<file path="src/rtl/tt_pkg.sv">
package tt_pkg;
  localparam int BUS_W  = 32;
  localparam int ADDR_W = 3;

  localparam logic [ADDR_W-1:0] A_CTRL = 3'd0;
  localparam logic [ADDR_W-1:0] A_IEN  = 3'd1;
  localparam logic [ADDR_W-1:0] A_STAT = 3'd2;
  localparam logic [ADDR_W-1:0] A_EVT  = 3'd3;
  localparam logic [ADDR_W-1:0] A_DIV  = 3'd4;
  localparam logic [ADDR_W-1:0] A_RLD  = 3'd5;
  localparam logic [ADDR_W-1:0] A_CNT  = 3'd6;

  localparam int B_RUN  = 0;
  localparam int B_ONE  = 3;
  localparam int B_PRE  = 7;
endpackage

</file>
<file path="src/rtl/tt_prescaler.sv">
module tt_prescaler #(
  parameter int DIV_W = 16
) (
  input  logic             clk,
  input  logic             rst_n,
  input  logic             run,
  input  logic             force_upd,
  input  logic [DIV_W-1:0] div_act,
  output logic             tick
);
  logic [DIV_W-1:0] pc_q, pc_d;

  assign tick = run && (pc_q == div_act);

  always_comb begin
    pc_d = pc_q;
    if (force_upd)  pc_d = '0;
    else if (tick)  pc_d = '0;
    else if (run)   pc_d = pc_q + 1'b1;
  end

  always_ff @(posedge clk or negedge rst_n) begin
    if (!rst_n) pc_q <= '0;
    else        pc_q <= pc_d;
  end


  pc_hold_chk: assert property (@(posedge clk) disable iff (!rst_n)
    (!run && !force_upd) |=> $stable(pc_q));


  pc_clear_chk: assert property (@(posedge clk) disable iff (!rst_n)
    force_upd |=> (pc_q == '0));
endmodule

</file>
<file path="src/rtl/tt_counter.sv">
module tt_counter #(
  parameter int CNT_W = 32
) (
  input  logic             clk,
  input  logic             rst_n,
  input  logic             tick,
  input  logic             force_upd,
  input  logic [CNT_W-1:0] rld_act,
  output logic [CNT_W-1:0] cnt,
  output logic             wrap
);
  logic [CNT_W-1:0] cnt_q, cnt_d;

  assign wrap = tick && (cnt_q == rld_act);
  assign cnt  = cnt_q;

  always_comb begin
    cnt_d = cnt_q;
    if (force_upd)  cnt_d = '0;
    else if (wrap)  cnt_d = '0;
    else if (tick)  cnt_d = cnt_q + 1'b1;
  end

  always_ff @(posedge clk or negedge rst_n) begin
    if (!rst_n) cnt_q <= '0;
    else        cnt_q <= cnt_d;
  end


  cnt_step_chk: assert property (@(posedge clk) disable iff (!rst_n)
    (tick && !wrap && !force_upd) |=> (cnt_q == $past(cnt_q) + 1'b1));


  cnt_wrap_chk: assert property (@(posedge clk) disable iff (!rst_n)
    (wrap || force_upd) |=> (cnt_q == '0));


  cnt_hold_chk: assert property (@(posedge clk) disable iff (!rst_n)
    (!tick && !force_upd) |=> $stable(cnt_q));
endmodule

</file>
<file path="src/rtl/tt_regs.sv">
module tt_regs
  import tt_pkg::*;
#(
  parameter int CNT_W = 32,
  parameter int DIV_W = 16
) (
  input  logic              clk,
  input  logic              rst_n,
  input  logic              wr,
  input  logic              rd,
  input  logic [ADDR_W-1:0] addr,
  input  logic [BUS_W-1:0]  wdata,
  output logic [BUS_W-1:0]  rdata,
  input  logic              wrap,
  input  logic [CNT_W-1:0]  cnt,
  output logic              run,
  output logic              force_upd,
  output logic [DIV_W-1:0]  div_act,
  output logic [CNT_W-1:0]  rld_act,
  output logic              irq
);
  logic             run_q, run_d, one_q, one_d, pre_q, pre_d;
  logic             ien_q, ien_d, flag_q, flag_d;
  logic [DIV_W-1:0] div_sh_q, div_sh_d, div_act_q, div_act_d;
  logic [CNT_W-1:0] rld_sh_q, rld_sh_d, rld_act_q, rld_act_d;
  logic [BUS_W-1:0] rdata_q, rdata_d;
  logic             ctrl_wr;

  assign ctrl_wr   = wr && (addr == A_CTRL);
  assign force_upd = wr && (addr == A_EVT) && wdata[0];

  always_comb begin
    run_d     = run_q;
    one_d     = one_q;
    pre_d     = pre_q;
    ien_d     = ien_q;
    flag_d    = flag_q;
    div_sh_d  = div_sh_q;
    div_act_d = div_act_q;
    rld_sh_d  = rld_sh_q;
    rld_act_d = rld_act_q;
    if (wr) begin
      case (addr)
        A_CTRL: begin
          run_d = wdata[B_RUN];
          one_d = wdata[B_ONE];
          pre_d = wdata[B_PRE];
        end
        A_IEN:  ien_d = wdata[0];
        A_STAT: if (!wdata[0]) flag_d = 1'b0;
        A_DIV:  div_sh_d = wdata[DIV_W-1:0];
        A_RLD: begin
          rld_sh_d = wdata[CNT_W-1:0];
          if (!pre_q) rld_act_d = wdata[CNT_W-1:0];
        end
        default: ;
      endcase
    end
    if (wrap && one_q && !ctrl_wr) run_d = 1'b0;
    if (wrap || force_upd) begin
      flag_d    = 1'b1;
      div_act_d = div_sh_d;
      rld_act_d = rld_sh_d;
    end
  end

  always_comb begin
    rdata_d = '0;
    case (addr)
      A_CTRL: begin
        rdata_d[B_RUN] = run_q;
        rdata_d[B_ONE] = one_q;
        rdata_d[B_PRE] = pre_q;
      end
      A_IEN:  rdata_d[0] = ien_q;
      A_STAT: rdata_d[0] = flag_q;
      A_DIV:  rdata_d[DIV_W-1:0] = div_sh_q;
      A_RLD:  rdata_d[CNT_W-1:0] = rld_sh_q;
      A_CNT:  rdata_d[CNT_W-1:0] = cnt;
      default: ;
    endcase
  end

  always_ff @(posedge clk or negedge rst_n) begin
    if (!rst_n) begin
      run_q     <= 1'b0;
      one_q     <= 1'b0;
      pre_q     <= 1'b0;
      ien_q     <= 1'b0;
      flag_q    <= 1'b0;
      div_sh_q  <= '0;
      div_act_q <= '0;
      rld_sh_q  <= '0;
      rld_act_q <= '0;
    end else begin
      run_q     <= run_d;
      one_q     <= one_d;
      pre_q     <= pre_d;
      ien_q     <= ien_d;
      flag_q    <= flag_d;
      div_sh_q  <= div_sh_d;
      div_act_q <= div_act_d;
      rld_sh_q  <= rld_sh_d;
      rld_act_q <= rld_act_d;
    end
  end

  always_ff @(posedge clk or negedge rst_n) begin
    if (!rst_n)  rdata_q <= '0;
    else if (rd) rdata_q <= rdata_d;
  end

  assign rdata   = rdata_q;
  assign run     = run_q;
  assign div_act = div_act_q;
  assign rld_act = rld_act_q;
  assign irq     = flag_q && ien_q;


  wrap_flag_chk: assert property (@(posedge clk) disable iff (!rst_n)
    wrap |=> flag_q);


  one_stop_chk: assert property (@(posedge clk) disable iff (!rst_n)
    (wrap && one_q && !ctrl_wr) |=> !run_q);


  shadow_hold_chk: assert property (@(posedge clk) disable iff (!rst_n)
    (pre_q && !wrap && !force_upd) |=> $stable(rld_act_q));


  evt_flag_chk: assert property (@(posedge clk) disable iff (!rst_n)
    force_upd |=> (flag_q && (rld_act_q == rld_sh_q) && (div_act_q == div_sh_q)));
endmodule

</file>
<file path="src/rtl/tick_timer.sv">
module tick_timer
  import tt_pkg::*;
#(
  parameter int CNT_W = 32,
  parameter int DIV_W = 16
) (
  input  logic              clk,
  input  logic              rst_n,
  input  logic [ADDR_W-1:0] bus_addr,
  input  logic [BUS_W-1:0]  bus_wdata,
  input  logic              bus_wr,
  input  logic              bus_rd,
  output logic [BUS_W-1:0]  bus_rdata,
  output logic              irq
);
  logic [1:0]       rst_sync_q;
  logic             rst_ni;
  logic             run, force_upd, tick, wrap;
  logic [DIV_W-1:0] div_act;
  logic [CNT_W-1:0] rld_act, cnt;

  always_ff @(posedge clk or negedge rst_n) begin
    if (!rst_n) rst_sync_q <= 2'b00;
    else        rst_sync_q <= {rst_sync_q[0], 1'b1};
  end
  assign rst_ni = rst_sync_q[1];

  tt_regs #(.CNT_W(CNT_W), .DIV_W(DIV_W)) u_regs (
    .clk(clk), .rst_n(rst_ni), .wr(bus_wr), .rd(bus_rd), .addr(bus_addr),
    .wdata(bus_wdata), .rdata(bus_rdata), .wrap(wrap), .cnt(cnt),
    .run(run), .force_upd(force_upd), .div_act(div_act),
    .rld_act(rld_act), .irq(irq)
  );

  tt_prescaler #(.DIV_W(DIV_W)) u_div (
    .clk(clk), .rst_n(rst_ni), .run(run), .force_upd(force_upd),
    .div_act(div_act), .tick(tick)
  );

  tt_counter #(.CNT_W(CNT_W)) u_cnt (
    .clk(clk), .rst_n(rst_ni), .tick(tick), .force_upd(force_upd),
    .rld_act(rld_act), .cnt(cnt), .wrap(wrap)
  );
endmodule

</file>
<file path="config.mk">
export PLATFORM = sky130hd
export DESIGN_NAME = tick_timer
export DESIGN_NICKNAME = d
export VERILOG_FILES = /design/src/rtl/tt_pkg.sv /design/src/rtl/tt_prescaler.sv /design/src/rtl/tt_counter.sv /design/src/rtl/tt_regs.sv /design/src/rtl/tick_timer.sv
export SDC_FILE = /design/constraint.sdc
export NUM_CORES = 1
export LEC_CHECK = 0
export BUFFER_PORTS_ARGS = -buffer_cell sky130_fd_sc_hd__buf_2
export CAP_MARGIN = 25
export CORE_ASPECT_RATIO = 1.25
export CORE_MARGIN = 8
export CORE_UTILIZATION = 40
export DETAILED_ROUTE_END_ITERATION = 8
export GPL_TIMING_DRIVEN = 0
export PLACE_DENSITY_LB_ADDON = 0.15
export RECOVER_POWER = 25
export SLEW_MARGIN = 20
export SYNTH_ARGS = -nofsm -noshare
export SYNTH_HDL_FRONTEND = slang
export SYNTH_SLANG_ARGS = --single-unit
</file>
<file path="constraint.sdc">
create_clock -name clk -period 8.9 [get_ports clk]
set_input_delay 0.89 -clock clk [delete_from_list [all_inputs] [get_ports clk]]
set_output_delay 0.89 -clock clk [all_outputs]
set_load 0.05 [all_outputs]
</file>
# Word-level counts from Yosys, hierarchy flattened
# Index checks and enable logic that the tools add are counted.
dict set report op_classes {
  addsub 2
  n_eq_ne 10
  muxes 28
  n_reduce_logical 23
}
# cell n
set ops {}
lappend ops {{32-bit two-way mux} 9}
lappend ops {{16-bit two-way mux} 5}
lappend ops {{32-bit by 1-bit adder with 32-bit output (second input constant)} 1}
lappend ops {{32-bit == test} 1}
lappend ops {{16-bit one-hot mux with 2 select lines} 1}
lappend ops {{8-bit one-hot mux with 3 select lines} 1}
lappend ops {{16-bit by 1-bit adder with 16-bit output (second input constant)} 1}
lappend ops {{16-bit == test} 1}
lappend ops {{2-bit nonzero test} 5}
lappend ops {{3-bit == test (second input constant)} 3}
lappend ops {{3-bit one-hot mux with 3 select lines} 1}
lappend ops {{1-bit logical AND} 8}
lappend ops {{1-bit one-hot mux with 4 select lines} 2}
lappend ops {{1-bit two-way mux} 7}
lappend ops {{3-bit by 2-bit == test with 1-bit output (second input constant)} 2}
lappend ops {{1-bit one-hot mux with 6 select lines} 1}
lappend ops {{2-bit one-hot mux with 3 select lines} 1}
lappend ops {{2-bit AND reduction} 3}
lappend ops {{3-bit AND reduction} 2}
lappend ops {{3-bit nonzero test} 2}
lappend ops {{3-bit by 1-bit == test with 1-bit output (second input constant)} 1}
lappend ops {{3-bit logical NOT} 1}
lappend ops {{2-bit by 1-bit inequality test with 1-bit output (second input constant)} 1}
lappend ops {{2-bit inequality test (second input constant)} 1}
lappend ops {{2 further kinds} 2}
dict set report word_totals {
  regBits 183
  input_bits 39
}

# Longest topological paths before layout
# Gate-level depths: netlist of run 1.
dict set report depth {
  depth_word 7
  mapped_depth 10
}

# Cells and area by module
# Synthesis of run 1 repeated with hierarchy kept, for this count alone.
dict set report hier_totals {
  cells_unflattened 967
  area_unflattened_um2 9638.0
}
# module instances cells_per_inst area_per_inst_um2 seq_area_each_um2
set by_module_without_submodules {}
lappend by_module_without_submodules {tt_regs 1 594 6203.4 3328.2}
lappend by_module_without_submodules {tt_counter 1 253 2284.7 800.8}
lappend by_module_without_submodules {tt_prescaler 1 117 1096.1 400.4}
lappend by_module_without_submodules {tick_timer 1 3 53.8 50.0}

# Worst setup path after synthesis of run 1
# Ideal clock, no wire load.
dict set report synth_timing {
  path_type {input to register}
  startpoint {in bus_addr[0]}
  endpoint {reg u_regs.rld_act_q[11] (netlist: u_regs.rld_act[11])}
  t_arrival_ps 2836
  required_ps 8775
  path_slack_ps 5940
  path_stages 8
  path_cell_list {clkbuf_1 > and3_1 > buf_2 > nand2_1 > nor2_1 > clkbuf_1 > mux2_2 > mux2_2}
}
dict set report synth_via {
  elab_chain_cells 6
}
# item line
set synth_rtl {}
lappend synth_rtl {{from (decl)} tick_timer.sv:9} ;# input logic [ADDR_W-1:0] bus_addr,
lappend synth_rtl {{3-bit by 2-bit == test with 1-bit output} tt_regs.sv:30} ;# assign force_upd = wr && (addr == A_EVT) && wdata[0];
lappend synth_rtl {{1-bit logical AND (2 in series)} tt_regs.sv:30}
lappend synth_rtl {{1-bit logical OR} tt_regs.sv:60} ;# if (wrap || force_upd) begin
lappend synth_rtl {{2-bit inequality test (no line) / 2-bit nonzero test (equally long branches)} -}
lappend synth_rtl {{3-bit AND reduction (no line)} -}
lappend synth_rtl {{to (signal assigned)} tt_regs.sv:104} ;# rld_act_q <= rld_act_d;
lappend synth_rtl {{to (decl)} tt_regs.sv:25} ;# logic [CNT_W-1:0] rld_sh_q, rld_sh_d, rld_act_q, rld_act_d;
# Several ways; a longest one is shown, not always the timed one.
# A chain may end at the register's enable or synchronous reset.

==> out/metrics.yaml, run 1 <==
run_status:
  status: "finished, violations left"
  violations: "capacitance limit, slew limit"
floorplanning:
  dieArea_mm2: 0.02807
  pin_count: 72
  fp.coreArea_mm2: 0.02273
  placementRows: 62
  die_w_um: 151.5
  die_h_um: 185.3
  initial_utilization: 0.4037
logic_synthesis:
  netlist_top_cells_area: "dfrtp_1 (50%), mux2_2 (16%), xnor2_1 (5.1%)"
  synth_edf_count: 0
  synth_nets: 876
  synth_seq_cells: 183
  ys.flop_type: "dfrtp_1"
  yosys_warnings: 0
  yosysTopAreaCell: "dfrtp_1"
  ys_async_sr_fraction: 1.000
  syn_area_per_cell_um2: 10.99
  yosys.cell_types.count: 47
  synth_seq_area_share: 0.4991
  synthCells: 835
  synth_area_mm2: 0.009175
  synth_top_area_frac: 0.4991
setup_path:
  worstPathArrival_ns: 3.91
  r2r_start: "rst_sync_q[1]"
  cp_slowest_cell: "clkbuf_1"
  crit_start: "rst_sync_q[1]"
  crit_fanout: 45
  crit_chain: "clkbuf_1"
  max_stage_delay_ns: 1.83
  crit_required_ns: 8.92
  cp_top_family: "buffers and inverters"
  critPathKind: "flop to asynchronous set/reset pin"
  critPathLaunchType: "flop"
  path_buf_inv: 1
  end_kind: "asynchronous set/reset pin"
finish:
  area_delta_synth_final_pct: 14.24
  n_antenna_cell: 0
  fill_cells: 2171
  drive_gt1_frac: 0.2665
  final_cell_mix: "dfrtp_1 (183), mux2_2 (128), buf_2 (81)"
  nets: 967
  layout_commonest_cell: "dfrtp_1"
timing:
  final.period_utilization: 0.4370
  layout_min_cycle_time_ns: 3.889
  tightest_slew_ns: 2.457
  fin_skew_ns: 0.009359
  fmax_mhz: 257.1
  finalHoldViolations: 0
  final_max_slew_viol_count: 133
  rsz0062_at_grt: "false"
  setup_viol: 0
  setup_tns_ns: 0
  slew_headroom: -0.6379
routing:
  post_drt_wl_per_cell_um: 20.62
  first_pass_iters: 5
  final_antenna_net_count: 0
  drt_iter0_markers: 408
  drc: 0
  routed_via_density: 5.434
  wirelength_um: 25280
  vias: 6662
clocking:
  path_clk_slew_ns: 0.07
  cts_resized: 0
  clock_latency_ns: 0.43
  post_cts_buffers: 0
  cts_sinks: 183
  hold_buffers: 0
  cts_root_buf: "clkbuf_16"
  cts_tree: "yes"
  h-tree-depth: 4
  clockBufferDepth: 2
  cts_inserted_buffers: 17
power:
  p_leak_nw: 4.369
  ir_worst_vdd_uv: 135.9
  powerDensity_mw_per_mm2: 234.9
  total_power_w: 0.002462
placement:
  portBuffers: 68
  dp_hpwl_um: 18830
  place_congestion: 0.8562
global_route:
  gr-total-overflow: 0
  grt_start_max_net_pins: 54
  grt_pass1_wl_um: 40190
  antenna_found_initial: 2
  first_global_vias: 6970
  grt_usage: 0.1888
min_path:
  worstHoldPathType: "primary input to asynchronous set/reset pin"
job:
  cap_violations: 3
## power by group
group          internal (W)  switching (W)  total [W]
Combinational      0.000287       0.000295   0.000582
Clock              0.000401       0.000328   0.000729
Sequential          0.00100       0.000146    0.00115
## cells by family (layout without fill, tap and decap cells)
group	count (synthesis)	after routing	synth area share
AND/OR/NAND/NOR	227	227	0.1268
XOR/XNOR	67	67	0.06396
buffers and inverters	76	179	0.03382
flip-flops	183	183	0.4991
other	1	1	0.0004087
adder cells (fa/ha/maj)	2	2	0.002727
AO/OA/AOI/OAI	130	130	0.09123
multiplexers	149	149	0.1819
## state kept, by name, indices dropped and copies added (netlist names)
signal           count
u_cnt.cnt           32
u_regs.rdata        32
u_regs.rld_act      32
u_regs.rld_sh_q     32
u_div.pc_q          16
u_regs.div_act      16
u_regs.div_sh_q     16
rst_sync_q           2
u_regs.flag_q        1
u_regs.ien_q         1
u_regs.one_q         1
u_regs.pre_q         1
u_regs.run           1
## layer usage
| metal | track usage | wire length, µm |
|---|---|---|
| met5 | 0 | 26 |
| met3 | 0.03153 | 744 |
| met2 | 0.3334 | 13210 |
| met4 | 0.07497 | 662 |
| met1 | 0.2223 | 10640 |
## path summary, 6_finish.rpt
check	to	slack (ns)	cells past startpoint
hold / removal	rst_sync_q[0]	0.23	1
setup reg to reg	u_cnt.cnt[31]	5.01	1
hold reg to reg	rst_sync_q[1]	0.36	0
setup / recovery	u_cnt.cnt[31]	5.01	1
max in group clk	u_regs.rld_act[27]	5.08	10
min in group clk	rst_sync_q[1]	0.36	0
## Yosys cell counts (7+ instances only)
| master | count |
|---|---|
| dfrtp_1 | 183 |
| mux2_2 | 128 |
| nor2_1 | 67 |
| xnor2_1 | 53 |
| a21oi_1 | 48 |
| nand2_1 | 40 |
| clkbuf_1 | 34 |
| nand4_1 | 24 |
| nand3_1 | 20 |
| a22oi_1 | 19 |
| inv_1 | 18 |
| o21ai_0 | 17 |
| mux2i_1 | 16 |
| nor3_1 | 14 |
| o22ai_1 | 14 |
| xor2_1 | 14 |
| buf_2 | 13 |
| nor4_1 | 13 |
| or4_1 | 12 |
| a32o_1 | 9 |
| and3_1 | 9 |
| buf_1 | 8 |
| nor3b_1 | 8 |
| or3_1 | 7 |
## metrics by stage
stage | cell area [µm²] | hold WS [ns] | utilization | worst slack (ns) | std cells
finish | 10480 | 0.2307 | 0.4611 | 5.011 | 1226
global route | 10480 | 0.2180 | 0.4611 | 4.203 | 1226
CTS | 10530 | 0.2133 | 0.4632 | 5.118 | 1225
detailed placement | 9972 | 0.3427 | 0.4387 | 5.109 | 1194
global placement | 9876 | 0.3355 | 0.4345 | 0.8843 | 1191
floorplan | 9175 | 0.3312 | - | 3.423 | 835
## final cells by class
cell class                 count  area (µm²)  share of cell area
tap                          288       360.3             0.03438
buffer                        58       242.7             0.02316
clock inverter                10       96.34            0.009192
sequential                   183        4579              0.4369
multi-input combinational    576        4295              0.4098
timing repair buffer          72       379.1             0.03617
clock buffer                  21       460.4             0.04393
inverter                      18       67.56            0.006446
Note: power is estimated with default switching activity, not from simulation.
==> run 2: changes to the inputs <==
clock period = 3.54 ns   (was 8.9 ns; I/O delays follow)
==> run 2 against run 1 <==
The run still ends with capacitance limit, slew limit left; sequential power grew to 2.5 times the previous value; utilization hardly changed; critical endpoint is now u_regs.rld_act[23]; combinational power increased to 2.5 times the previous value; sequential cell count unchanged; hold slack got worse by 0.055 ns; design area about the same; maximum frequency increased by 16%; clock skew up 0.0019 ns; die area stayed put.
==> out/metrics.yaml, run 2 (synthesized netlist as in run 1, its figures left out) <==
run_status:
  status: "finished, violations left"
  violations: "capacitance limit, slew limit"
setup_path:
  max_stage_delay_ns: 0.46
  crit_start: "u_cnt.cnt[2]"
  critPathKind: "flop to flop"
  r2r_slack_ns: 0.20
  r2r-end: "u_regs.rld_act[23]"
  crit_required_ns: 3.86
  critPathLaunchType: "flop"
  cp_top_family: "buffers and inverters"
  crit_chain: "buf_2 -> xnor2_1 -> nand4_1 -> nor4_4 -> and2_1 -> clkbuf_1 -> a21o_1 -> clkbuf_4 -> buf_4 -> mux2_2"
  path_buf_inv: 4
  cp.depth: 10
  crit_fanout: 10
  endpoint: "u_regs.rld_act[23]"
  ff2ff_path_depth: 10
  worstPathArrival_ns: 3.66
  r2r_start: "u_cnt.cnt[2]"
  cp_slowest_cell: "nor4_4"
  end_kind: "flop"
global_route:
  grt_pass1_wl_um: 39790
  antenna_found_initial: 2
  first_global_vias: 7025
  grt_start_max_net_pins: 54
  gr-total-overflow: 0
  grt_usage: 0.1873
routing:
  post_drt_wl_per_cell_um: 20.45
  wirelength_um: 25090
  routed_via_density: 5.416
  vias: 6646
  drc: 0
  drt_iter0_markers: 368
  final_antenna_net_count: 0
  first_pass_iters: 4
clocking:
  cts_sinks: 183
  h-tree-depth: 4
  clock_latency_ns: 0.44
  cts_inserted_buffers: 17
  cts_root_buf: "clkbuf_16"
  post_cts_buffers: 0
  cts_tree: "yes"
  clockBufferDepth: 2
  path_clk_slew_ns: 0.07
placement:
  dp_hpwl_um: 18800
  portBuffers: 68
  post-place-ws_ns: -0.1209
  dpl_cell_area_mm2: 0.009970
  place_congestion: 0.8648
min_path:
  worstHoldPathType: "primary input to flop"
floorplanning:
  fp.coreArea_mm2: 0.02273
  initial_utilization: 0.4037
  die_w_um: 151.5
  placementRows: 62
  die_h_um: 185.3
  dieArea_mm2: 0.02807
  pin_count: 72
finish:
  fill_cells: 2207
  n_antenna_cell: 0
  area_delta_synth_final_pct: 14.13
  final_cell_mix: "dfrtp_1 (183), mux2_2 (128), buf_2 (80)"
  drive_gt1_frac: 0.2694
  multiInputGateArea_mm2: 0.004310
  nets: 968
  seq_area_mm2: 0.004579
  final_area_mm2: 0.01047
  layout_commonest_cell: "dfrtp_1"
timing:
  finalHoldViolations: 0
  rsz0062_at_grt: "false"
  fin_skew_ns: 0.01123
  finalWorstSetupSlack_ns: 0.2013
  layout_min_cycle_time_ns: 3.339
  final_max_slew_viol_count: 44
  setup_viol: 0
  fmax_mhz: 299.5
  setup_tns_ns: 0
  final.period_utilization: 0.9431
  tightest_slew_ns: 1.713
  slew_headroom: -0.1421
power:
  ir_worst_vdd_uv: 373.6
  p_seq_frac: 0.472
  power.internal_w: 0.004160
  p_leak_nw: 4.377
  powerDensity_mw_per_mm2: 583.1
  p_clk_frac: 0.288
  power_switching_w: 0.001946
  switching_share: 0.3188
  combinationalPowerShare: 0.240
job:
  cap_violations: 1
-- run 2: final cells by class --
cell class | instances | share of cell area
Clock buffer | 20 | 0.04266
Multi-Input combinational cell | 576 | 0.4116
Inverter | 18 | 0.006452
Tap cell | 288 | 0.03441
Timing Repair Buffer | 73 | 0.03668
Sequential cell | 183 | 0.4373
Buffer | 58 | 0.02342
Clock inverter | 11 | 0.007408
-- run 2: worst min path at each step --
| stage | depth (start not counted) | slack, ns | from | to |
|---|---|---|---|---|
| floorplan | 0 | 0.06 | rst_n | rst_sync_q[0] |
| global placement | 1 | 0.14 | rst_n | rst_sync_q[0] |
| detailed placement | 1 | 0.14 | rst_n | rst_sync_q[0] |
| CTS | 2 | 0.16 | bus_wdata[24] | u_regs.rld_sh_q[24] |
| global route | 2 | 0.18 | bus_wdata[24] | u_regs.rld_sh_q[24] |
| finish | 2 | 0.18 | bus_wdata[20] | u_regs.rld_sh_q[20] |
-- run 2: power groups by stage --
stage	clock network, W	logic (W)	registers (W)
finish	0.00176	0.00146	0.00288
global route	0.00187	0.00162	0.00295
CTS	0.00181	0.00148	0.00289
detailed placement	0	0.00147	0.00293
global placement	0	0.00141	0.00295
floorplan	0	0.000997	0.00295
-- run 2: metrics by stage --
stage / hold WS, ns / utilization / power (W) / std cells
global route: 0.1790 / 0.4607 / 0.006431 / 1227
CTS: 0.1631 / 0.4624 / 0.006181 / 1227
detailed placement: 0.1437 / 0.4386 / 0.004406 / 1195
finish: 0.1754 / 0.4607 / 0.006106 / 1227
floorplan: 0.05841 / - / 0.003944 / 835
global placement: 0.1393 / 0.4345 / 0.004364 / 1191
-- run 2: timing repair --
item                                    in CTS  in global routing
resized for setup                            1                  2
hold buffers                                 1                  0
endpoints found under the hold margin        2                  0
gates cloned                                 0                  0
endpoints found under the setup margin      10                 13
-- run 2: layer usage --
| layer | wire, µm | up-vias | track usage |
|---|---|---|---|
| met5 | 23 | - | 0 |
| met4 | 709 | 4 | 0.07735 |
| met3 | 781 | 36 | 0.03080 |
| met2 | 13130 | 105 | 0.3321 |
| met1 | 10440 | 3300 | 0.2187 |
| li1 | - | 3201 | - |
==> run 3: changes to the inputs <==
RECOVER_POWER = not set   (was 25)
==> run 3 against run 2 <==
The flow now finishes without violations; sequential power is essentially flat; hold slack about the same; utilization increased by 0.22 points; clock power about the same; clock-buffer cell count unchanged; clock skew about the same; critical path type unchanged; critical endpoint unchanged; largest cell class unchanged; highest routed layer unchanged.
==> out/metrics.yaml, run 3 (synthesized netlist as in run 1, its figures left out) <==
run_status:
  status: "finished, final reports clean"
floorplanning:
  fp.coreArea_mm2: 0.02273
  placementRows: 62
  dieArea_mm2: 0.02807
  die_h_um: 185.3
  pin_count: 72
  initial_utilization: 0.4037
  die_w_um: 151.5
placement:
  dp.cells: 1195
  dp_hpwl_um: 18800
  place_congestion: 0.8648
  portBuffers: 68
min_path:
  worstHoldPathType: "primary input to flop"
  min_from: "bus_wdata[20]"
  holdPathEnd: "u_regs.rld_sh_q[20]"
  holdPathStages: 2
routing:
  met2WireLength_um: 13180
  drc: 0
  first_pass_iters: 5
  vias: 6663
  final_antenna_net_count: 0
  post_drt_wl_per_cell_um: 20.52
  routed_via_density: 5.430
  met3_length_um: 763
  top_layer: "met5"
  wirelength_um: 25180
  wl_met1_um: 10500
  drt_iter0_markers: 347
timing:
  rsz0062_at_grt: "false"
  final.period_utilization: 0.9383
  tightest_slew_ns: 0.9912
  final_max_slew_viol_count: 0
  fin_skew_ns: 0.01103
  setup_viol: 0
  hold_slack_ns: 0.1751
  slew_headroom: 0.3341
  fmax_mhz: 301.1
  layout_min_cycle_time_ns: 3.322
  finalHoldViolations: 0
clocking:
  path_clk_slew_ns: 0.07
  clockBufferDepth: 2
  cts_tree: "yes"
  cts_sinks: 183
  clock_latency_ns: 0.44
  cts_root_buf: "clkbuf_16"
  h-tree-depth: 4
  cts_inserted_buffers: 17
setup_path:
  r2r-end: "u_regs.rld_act[23]"
  crit_fanout: 10
  r2r_slack_ns: 0.22
  ff2ff_path_depth: 10
  critPathKind: "flop to flop"
  r2r_start: "u_cnt.cnt[2]"
  crit_required_ns: 3.86
  worstPathArrival_ns: 3.64
  end_kind: "flop"
  critPathLaunchType: "flop"
  crit_start: "u_cnt.cnt[2]"
global_route:
  gr-total-overflow: 0
  antenna_found_initial: 2
  first_global_vias: 7025
  grt_usage: 0.1873
  grt_start_max_net_pins: 54
  grt_pass1_wl_um: 39790
power:
  powerDensity_mw_per_mm2: 581.4
  p_leak_nw: 4.395
  ir_worst_vdd_uv: 372.8
job:
  cap_violations: 0
finish:
  n_antenna_cell: 0
  utilization: 0.4629
  drive_gt1_frac: 0.2716
  final_cell_mix: "dfrtp_1 (182), mux2_2 (128), buf_2 (81)"
  layoutNonFillerInstCount: 1227
  nets: 968
  area_delta_synth_final_pct: 14.67
  layout_commonest_cell: "dfrtp_1"
==> run 3: worst max-delay path, stage by stage (launching register included) <==
cell and delay, ns:
dfrtp_1 0.36, buf_2 0.19, xnor2_1 0.33, nand4_1 0.23
nor4_4 0.45, and2_1 0.18, clkbuf_1 0.31, a21o_1 0.25
clkbuf_4 0.29, buf_4 0.25, mux2_2 0.36
==> run 3: worst max path at each step <==
stage / cells past startpoint / slack [ns] / endpoint
after CTS: 10 / 0.05 / u_regs.rld_act[23]
final: 10 / 0.22 / u_regs.rld_act[23]
after floorplan: 0 / 0.52 / u_cnt.cnt[0]
after global placement: 0 / -0.85 / u_regs.rld_sh_q[26]
after global routing: 10 / 0.02 / u_regs.rld_act[24]
after detailed placement: 10 / -0.12 / u_regs.rld_act[26]
==> run 3: what timing repair did <==
item,in CTS,in global routing
setup buffers,0,0
endpoints found under the setup margin,10,13
pin swaps,0,0
hold buffers,1,0
gates resized for setup,1,2
gates cloned,0,0
endpoints found under the hold margin,2,0
==> run 3: metal layers <==
metal | up-vias | GRT usage
met3 | 37 | 0.03080
met2 | 108 | 0.3321
met1 | 3313 | 0.2187
met4 | 4 | 0.07735
met5 | - | 0
li1 | 3201 | -
==> run 3: area by class of cell <==
type / count / area (µm²)
Multi-Input combinational cell: 576 / 4310
Timing Repair Buffer: 73 / 430.4
Buffer: 58 / 245.2
Fill cell: 2199 / 12210
Clock buffer: 20 / 446.7
Inverter: 18 / 67.56
Tap cell: 288 / 360.3
Clock inverter: 11 / 77.57
Sequential cell: 183 / 4583
==> run 3: report_power, final <==
group / switching, W / total [W] / internal (W)
clock: 0.000846 / 0.00176 / 0.000914
sequential: 0.000364 / 0.00289 / 0.00252
combinational: 0.000741 / 0.00147 / 0.000727
total: 0.00195 / 0.00612 / 0.00417
==> run 3: stage by stage <==
stage | total power, W | setup slack (ns) | cell area (µm²) | TNS (ns)
floorplan | 0.003944 | 0.5195 | 9176 | 0
global placement | 0.004364 | -0.8491 | 9877 | -152.76
detailed placement | 0.004406 | -0.1209 | 9970 | -1.176
CTS | 0.006181 | 0.05114 | 10510 | 0
global route | 0.006438 | 0.01624 | 10520 | 0
finish | 0.006117 | 0.2184 | 10520 | 0
